## config.mk

```make
export PLATFORM = sky130hd
export DESIGN_NAME = irq_status_hub
export DESIGN_NICKNAME = d
export VERILOG_FILES = /design/src/rtl/irq_hub_pkg.sv /design/src/rtl/irq_hub_decode.sv /design/src/rtl/irq_hub_mask.sv /design/src/rtl/irq_hub_status.sv /design/src/rtl/irq_status_hub.sv
export SDC_FILE = /design/constraint.sdc
export NUM_CORES = 1
export LEC_CHECK = 0
export BUFFER_PORTS_ARGS = -buffer_cell sky130_fd_sc_hd__buf_2
export CORE_MARGIN = 2
export CORE_UTILIZATION = 35
export CTS_CLUSTER_SIZE = 28
export DETAILED_ROUTE_END_ITERATION = 10
export GPL_ROUTABILITY_DRIVEN = 0
export PLACE_DENSITY_LB_ADDON = 0.15
export SKIP_LAST_GASP = 1
export SYNTH_ARGS = -nofsm -noshare
export SYNTH_HDL_FRONTEND = slang
export SYNTH_SLANG_ARGS = --single-unit
```

## constraint.sdc

```tcl
create_clock -name clk -period 2.7 [get_ports clk]
set_input_delay 0.27 -clock clk [delete_from_list [all_inputs] [get_ports clk]]
set_output_delay 0.27 -clock clk [all_outputs]
set_load 0.01 [all_outputs]
```

## src/rtl/irq_hub_pkg.sv

```systemverilog
package irq_hub_pkg;

  localparam int STAT_W = 16;
  localparam int ADDR_W = 3;

  typedef logic [STAT_W-1:0] stat_t;

  // Register offsets of the host port
  localparam logic [ADDR_W-1:0] OFS_MASK     = 3'd0;
  localparam logic [ADDR_W-1:0] OFS_MASK_SET = 3'd1;
  localparam logic [ADDR_W-1:0] OFS_MASK_CLR = 3'd2;
  localparam logic [ADDR_W-1:0] OFS_PEEK     = 3'd3;
  localparam logic [ADDR_W-1:0] OFS_TAKE     = 3'd4;
  localparam logic [ADDR_W-1:0] OFS_ACK      = 3'd5;

  // Next mask value from the three write views
  function automatic stat_t mask_update(input stat_t cur, input logic full_wr,
                                        input logic set_wr, input logic clr_wr,
                                        input stat_t wd);
    stat_t n;
    n = cur;
    if (full_wr) n = wd;
    if (set_wr)  n = n | wd;
    if (clr_wr)  n = n & ~wd;
    return n;
  endfunction

  // Next status: clear first, then new events win
  function automatic stat_t status_update(input stat_t cur, input stat_t clr,
                                          input stat_t evt, input stat_t impl);
    return (cur & ~clr) | (evt & impl);
  endfunction

  function automatic logic irq_level(input stat_t st, input stat_t msk);
    return |(st & ~msk);
  endfunction

endpackage

```

## src/rtl/irq_hub_decode.sv

```systemverilog
module irq_hub_decode
  import irq_hub_pkg::*;
(
  input  logic [ADDR_W-1:0] addr,
  input  logic              wr,
  input  logic              rd,
  output logic              mask_wr,
  output logic              set_wr,
  output logic              clr_wr,
  output logic              ack_wr,
  output logic              mask_rd,
  output logic              peek_rd,
  output logic              take_rd
);
  always_comb begin
    mask_wr = wr && (addr == OFS_MASK);
    set_wr  = wr && (addr == OFS_MASK_SET);
    clr_wr  = wr && (addr == OFS_MASK_CLR);
    ack_wr  = wr && (addr == OFS_ACK);
    mask_rd = rd && (addr == OFS_MASK);
    peek_rd = rd && (addr == OFS_PEEK);
    take_rd = rd && (addr == OFS_TAKE);
  end
endmodule

```

## src/rtl/irq_hub_mask.sv

```systemverilog
module irq_hub_mask
  import irq_hub_pkg::*;
#(
  parameter stat_t RESET_MASK = 16'h0001
)(
  input  logic  clk,
  input  logic  rst_n,
  input  logic  full_wr,
  input  logic  set_wr,
  input  logic  clr_wr,
  input  stat_t wdata,
  output stat_t mask_d,
  output stat_t mask_q
);
  always_comb mask_d = mask_update(mask_q, full_wr, set_wr, clr_wr, wdata);

  always_ff @(posedge clk or negedge rst_n) begin
    if (!rst_n) mask_q <= RESET_MASK;
    else        mask_q <= mask_d;
  end
endmodule

```

## src/rtl/irq_hub_status.sv

```systemverilog
module irq_hub_status
  import irq_hub_pkg::*;
#(
  parameter stat_t IMPL_MASK = 16'h47FF
)(
  input  logic  clk,
  input  logic  rst_n,
  input  stat_t evt,
  input  logic  take_rd,
  input  logic  ack_wr,
  input  stat_t wdata,
  output stat_t status_d,
  output stat_t status_q
);
  stat_t clr_vec;

  always_comb begin
    clr_vec = '0;
    if (take_rd)     clr_vec = '1;
    else if (ack_wr) clr_vec = wdata;
    status_d = status_update(status_q, clr_vec, evt, IMPL_MASK);
  end

  always_ff @(posedge clk or negedge rst_n) begin
    if (!rst_n) status_q <= '0;
    else        status_q <= status_d;
  end
endmodule

```

## src/rtl/irq_status_hub.sv

```systemverilog
module irq_status_hub
  import irq_hub_pkg::*;
#(
  parameter stat_t IMPL_MASK  = 16'h47FF,
  parameter stat_t RESET_MASK = 16'h0001
)(
  input  logic              clk,
  input  logic              rst_n,
  input  logic [STAT_W-1:0] evt_i,
  input  logic [ADDR_W-1:0] reg_addr,
  input  logic              reg_wr,
  input  logic              reg_rd,
  input  logic [STAT_W-1:0] reg_wdata,
  output logic [STAT_W-1:0] reg_rdata,
  output logic              host_irq
);
  logic  mask_fire, set_fire, clr_fire, ack_fire;
  logic  mask_rd_fire, peek_fire, take_fire;
  stat_t mask_d, mask_q, status_d, status_q;

  irq_hub_decode u_dec (
    .addr(reg_addr), .wr(reg_wr), .rd(reg_rd),
    .mask_wr(mask_fire), .set_wr(set_fire), .clr_wr(clr_fire), .ack_wr(ack_fire),
    .mask_rd(mask_rd_fire), .peek_rd(peek_fire), .take_rd(take_fire)
  );

  irq_hub_mask #(.RESET_MASK(RESET_MASK)) u_mask (
    .clk(clk), .rst_n(rst_n), .full_wr(mask_fire), .set_wr(set_fire),
    .clr_wr(clr_fire), .wdata(reg_wdata), .mask_d(mask_d), .mask_q(mask_q)
  );

  irq_hub_status #(.IMPL_MASK(IMPL_MASK)) u_stat (
    .clk(clk), .rst_n(rst_n), .evt(evt_i), .take_rd(take_fire),
    .ack_wr(ack_fire), .wdata(reg_wdata), .status_d(status_d), .status_q(status_q)
  );

  // Read mux: write-only and unused offsets return zero
  always_comb begin
    reg_rdata = '0;
    if (mask_rd_fire)             reg_rdata = mask_q;
    else if (peek_fire || take_fire) reg_rdata = status_q;
  end

  // Line follows the state that the edge produces
  always_ff @(posedge clk or negedge rst_n) begin
    if (!rst_n) host_irq <= 1'b0;
    else        host_irq <= irq_level(status_d, mask_d);
  end
endmodule

```

# After elaboration in Yosys (flattened, before gate mapping)
# Index checks and enable logic that the tools add are counted.
# W data, S select, Z words.
# word_totals
regBits	33
latchBits	0
mem_bits_rw	0
romBits	0
out_inout_bits	17
wordCells	33
mem_count	0
# op_classes
n_addsub	0
multipliers	0
n_div	0
magnitude_cmp	0
n_eq_ne	5
n_shift	0
mux	7
bitwise	8
n_reduce_logical	10
# op_table
operator	count
$mux W16	7
$and A16 B16 Y16	3
$not A16 Y16	3
$or A16 B15 Y16	1
$or A16 B16 Y16	1
$reduce_or A16 Y1	1
$logic_and A1 B1 Y1	7
$eq A3 B2 Y1 const B	2
$eq A3 B3 Y1 const B	2
$eq A3 B1 Y1 const B	1
$logic_not A3 Y1	1
$logic_or A1 B1 Y1	1

# Longest topological paths before layout
# depth
depth_word	10
ltp_mapped	8

# Modules after synthesis
# Synthesis repeated with hierarchy kept, for this count alone.
# unflattened
hier_cells	187
area_unflattened_um2	2037.0
# by_module_without_submodules
module	instances	cells_each	area_per_inst_um2	seq_area_each_um2
irq_hub_mask	1	85	923.4	401.6
irq_hub_status	1	52	633.1	400.4
irq_status_hub	1	43	402.9	25.0
irq_hub_decode	1	7	77.6	0.0

# Least setup slack after synthesis
# No wires, ideal clock.
# synth_timing
path_kind	in2out
start	in reg_addr[1]
end	out reg_rdata[10]
arrival_time_ns	1.635
slack_ns	0.795
path_stages	5
n_path_buf	3
path_cell_list	buf_2 -> clkbuf_1 -> nor4b_2 -> clkbuf_1 -> a22o_1
# synth_via
elab_chain_len	5
# synth_rtl
element	line_no	text
from (decl)	irq_status_hub.sv:10	input logic [ADDR_W-1:0] reg_addr,
$eq A3 B2 Y1 or $eq A3 B3 Y1 (tied branches)	irq_hub_decode.sv:21, irq_hub_decode.sv:22	
$logic_and A1 B1 Y1 (on tied branches)	irq_hub_decode.sv:21, irq_hub_decode.sv:22	
$logic_or A1 B1 Y1	irq_status_hub.sv:41	else if (peek_fire || take_fire) reg_rdata = status_q;
$mux W16	irq_status_hub.sv:41	
$mux W16 *	irq_status_hub.sv:40	if (mask_rd_fire) reg_rdata = mask_q;
to (decl)	irq_status_hub.sv:14	output logic [STAT_W-1:0] reg_rdata,
# Mark *: on every way between the ends. The rest lies on a longest branch, timed or not.

# Worst setup path after layout
# layout_timing
start	in reg_addr[1]
end	reg host_irq
# layout_via
elab_chain_len	10
# layout_rtl
element	line_no	text
$logic_not A3 Y1	irq_hub_decode.sv:16	mask_wr = wr && (addr == OFS_MASK);
$logic_and A1 B1 Y1	irq_hub_decode.sv:16	
$mux W16	irq_hub_pkg.sv:22	if (full_wr) n = wd;
$or A16 B16 Y16	irq_hub_pkg.sv:23	if (set_wr) n = n | wd;
$mux W16	irq_hub_pkg.sv:23	
$and A16 B16 Y16	irq_hub_pkg.sv:24	if (clr_wr) n = n & ~wd;
$mux W16	irq_hub_pkg.sv:24	
$not A16 Y16	irq_hub_pkg.sv:35	return |(st & ~msk);
$and A16 B16 Y16 *	irq_hub_pkg.sv:35	
$reduce_or A16 Y1 *	irq_hub_pkg.sv:35	
to (signal assigned)	irq_status_hub.sv:47	else host_irq <= irq_level(status_d, mask_d);
to (decl)	irq_status_hub.sv:15	output logic host_irq
# Marked as above.

==> impl_table.tex <==
\begin{tabular}{lr}
\hline
Metric & Value \\
\hline
\multicolumn{2}{l}{\textbf{Power and ir drop}} \\
Pleak & 1.05 nW \\
Total internal power & 0.830 mW \\
Worst vdd ir & 0.201 mV \\
Fraction of power spent switching nets & 28.2\% \\
Clock group share of total power & 31.0\% \\
Share of total power in combinational logic & 19.1\% \\
Total power divided by cell area & 525 nW/µm² \\
Power share of the sequential group & 49.8\% \\
Psw & 0.326 mW \\
\multicolumn{2}{l}{\textbf{Routing}} \\
Vias per Instance & 5.08 \\
Number of vias in the routed layout & 1,581 \\
Routed WL & 4720 µm \\
Routed len/inst & 15.2 µm \\
DRT iter0 DRCs & 163 \\
Number of antenna-violating nets in the routed design & 0 \\
Initial DRT Pass Iterations & 4 \\
Total DRC errors in the routed layout & 0 \\
\multicolumn{2}{l}{\textbf{Synth}} \\
Sequential fraction of the synthesis area & 45.2\% \\
Area of the mapped netlist & 1830 µm² \\
Number of nets produced by synthesis & 228 \\
Post-Synth XOR/XNOR Area & 0\% \\
Combinational family with the most area after synthesis & compound AO/OA/AOI/OAI gates \\
Warnings from Yosys & 0 \\
Total of flip-flops plus latches after synthesis & 33 \\
Post-Syn Area per Cell & 9.68 µm² \\
Async set or reset register ratio after synthesis & 100\% \\
Area share of fa/ha/maj cells after synthesis & 0\% \\
Compound-cell area share of the yosys netlist & 26.1\% \\
Post-Synth Simple-Gate Area & 21.3\% \\
Number of different library cells in the post-synthesis netlist & 36 \\
Cells after synthesis & 189 \\
Number of synthesized flops with an enable pin & 0 \\
Mux contribution to synthesized area & 0\% \\
Leading register cell type out of synthesis & dfrtp\_1 \\
\multicolumn{2}{l}{\textbf{Layout}} \\
Area taken by multi-input logic gates & 866 µm² \\
Leading cell types in the layout, fill and taps excluded & 51 x buf\_2, 32 x dfrtp\_1, 29 x nand2\_1, 16 x a22o\_1, 15 x inv\_1 \\
Share of post-route cells with drive strength above 1 & 32.4\% \\
Leading cell type in the layout, fill and taps excluded & buf\_2 \\
Number of fill cells & 531 \\
Synth-to-Final Area Change & 20.4\% \\
Final nets & 279 \\
Final core utilization & 43.4\% \\
FF+latch area & 827 µm² \\
\# diodes & 0 \\
Finished Cell Area & 2200 µm² \\
\multicolumn{2}{l}{\textbf{Floorplanning}} \\
Vert. Die Dim & 76.3 µm \\
Die Outline Area & 5820 µm² \\
Number of top-level design ports & 56 \\
Placement row count & 26 \\
Initial Utilization & 36.0\% \\
Die width & 76.3 µm \\
Area of the placeable core & 5070 µm² \\
\multicolumn{2}{l}{\textbf{Clock network}} \\
Level count of the clock H-tree & 2 \\
Latest clock arrival within the worst-skew pair & 280 ps \\
Reg clk slew, reported paths & 70 ps \\
Quantity of gates resized following cts & 0 \\
Number of buffers created by CTS & 5 \\
\# clock sinks & 33 \\
Max Buffers Root-to-Sink & 2 \\
Buffer cell driving the clock tree root & clkbuf\_8 \\
CTS Hold Bufs & 0 \\
CTS tree & yes \\
Post-CTS setup buffer count & 0 \\
\multicolumn{2}{l}{\textbf{GRT}} \\
GRT overflow & 0 \\
Number of antenna violations at the first check in global routing & 0 \\
Overall routing resource usage & 16.6\% \\
Maximum number of pins on one net before global-route repair & 34 \\
Vias in the first global route & 1,515 \\
Global-route wire length before repair & 7570 µm \\
\multicolumn{2}{l}{\textbf{Placed design}} \\
Number of buffer cells added on primary ports & 51 \\
Placed standard-cell area & 2120 µm² \\
Half-perimeter wire length of the detailed placement result & 3310 µm \\
\multicolumn{2}{l}{\textbf{Worst setup path}} \\
Critical path arrival & 2090 ps \\
Crit path required time & 2850 ps \\
Flop-to-flop setup slack & 1130 ps \\
Crit path cell chain & buf\_2, and4bb\_1, a211oi\_1, o211ai\_1, o2111ai\_1, or4\_1 \\
Crit path capture type & flip-flop \\
Classification of the worst setup path & in -> reg \\
CP Launch Type & input pin \\
Largest driver fanout on the critical path & 20 \\
Critical path's slowest cell & and4bb\_1 \\
Worst path max stage delay & 610 ps \\
\multicolumn{2}{l}{\textbf{Timing}} \\
Rel. slew slack & 50.2\% \\
Setup violations, final & 0 \\
Transition time of the tightest slew-check pin & 748 ps \\
Count of pins over their slew limit & 0 \\
Hold slack final & 56.5 ps \\
Final clock period utilization by the worst path & 71.7\% \\
Final count of hold timing violations & 0 \\
Setup Total Neg Slack & 0 ps \\
Setup skew after layout & 3.55 ps \\
Highest clock frequency the design can meet & 517 MHz \\
Post-layout min period & 1940 ps \\
RSZ-0062 raised after global routing & no \\
\multicolumn{2}{l}{\textbf{Min path}} \\
Path category of the worst min-delay check & in -> async \\
\multicolumn{2}{l}{\textbf{Outcome}} \\
Outcome & completed \\
\multicolumn{2}{l}{\textbf{Job}} \\
Max capacitance violation total & 0 \\
\hline
\end{tabular}
-- layout make-up --
| class | count | area share [%] |
|---|---|---|
| Multi-Input combinational cell | 130 | 39.3 |
| Sequential cell | 33 | 37.6 |
| Timing Repair Buffer | 55 | 13.0 |
| Tap cell | 70 | 3.98 |
| Clock buffer | 8 | 3.64 |
| Inverter | 15 | 2.56 |
-- metal layers --
| metal | part of all wire [%] | track usage, % | vias to the layer above |
|---|---|---|---|
| met1 | 46 | 22.9 | 737 |
| met5 | 0 | 0 | - |
| met4 | 0.28 | 4.18 | 0 |
| met3 | 6.1 | 4.62 | 2 |
| li1 | - | - | 791 |
| met2 | 47 | 25.8 | 51 |
-- sequential cells by signal, summed over array words and instances (netlist names) --
name,cells
u_stat.status_q,16
host_irq,1
u_mask.mask_q,16
-- power groups by stage --
stage                     clock (mW)  combinational, mW  sequential (mW)
after floorplan                    0              0.141            0.578
after global placement             0              0.223            0.585
after detailed placement           0              0.223            0.587
after CTS                      0.366              0.224            0.577
after global routing           0.389              0.249            0.584
final                          0.359              0.221            0.576
-- final timing paths --
check | startpoint | end | cells after the start
setup / recovery | reg_addr[1] | host_irq$_DFF_PN0_ | 6
hold / removal | rst_n | u_mask.mask_q[15]$_DFF_PN0_ | 1
setup reg to reg | u_mask.mask_q[12]$_DFF_PN0_ | host_irq$_DFF_PN0_ | 5
hold reg to reg | u_stat.status_q[1]$_DFF_PN0_ | u_stat.status_q[1]$_DFF_PN0_ | 2
max in group asynchronous | rst_n | u_stat.status_q[9]$_DFF_PN0_ | 1
min in group clk | evt_i[10] | u_stat.status_q[10]$_DFF_PN0_ | 3
-- through the flow --
step,setup WS [ps],power [mW],cells
3_3_place_gp,438,0.809,303
3_5_place_dp,442,0.809,303
4_1_cts,731,1.17,311
5_1_grt,598,1.22,311
2_1_floorplan,795,0.719,189
6_report,765,1.16,311
-- synthesized netlist by cell type, types with 2 or more instances --
cell       number  share of area [%]
a211oi_1        9                3.7
a221oi_1        2               0.96
a22o_1         16                7.7
a22o_2          3                1.6
a31oi_1         4                1.4
and2_1          2               0.68
and3_1          3                1.0
and3b_1         2               0.96
buf_6           3                1.8
clkbuf_1        5                1.0
dfrtp_1        32                 44
inv_1          15                3.1
nand2_1        29                6.0
nand4_1         2               0.68
nor2b_1        11                3.8
o2111ai_1       3                1.4
o211ai_1        7                2.9
o211ai_2        2                1.4
o21ai_0        14                3.8
or2_2           9                3.1
-- worst max-delay path, delay by kind of cell --
family / cells / cell delay, ps
AOI/OAI and AO/OA: 3 / 480
buffers and inverters: 1 / 220
and+or+nand+nor: 2 / 1110
-- logic make-up (layout without fill, tap and decap cells) --
group           Yosys count  after routing
buf+inv                  26             78
simple gates             67             67
compound gates           63             63
flops                    33             33
Power figures use the tool's default switching activity.
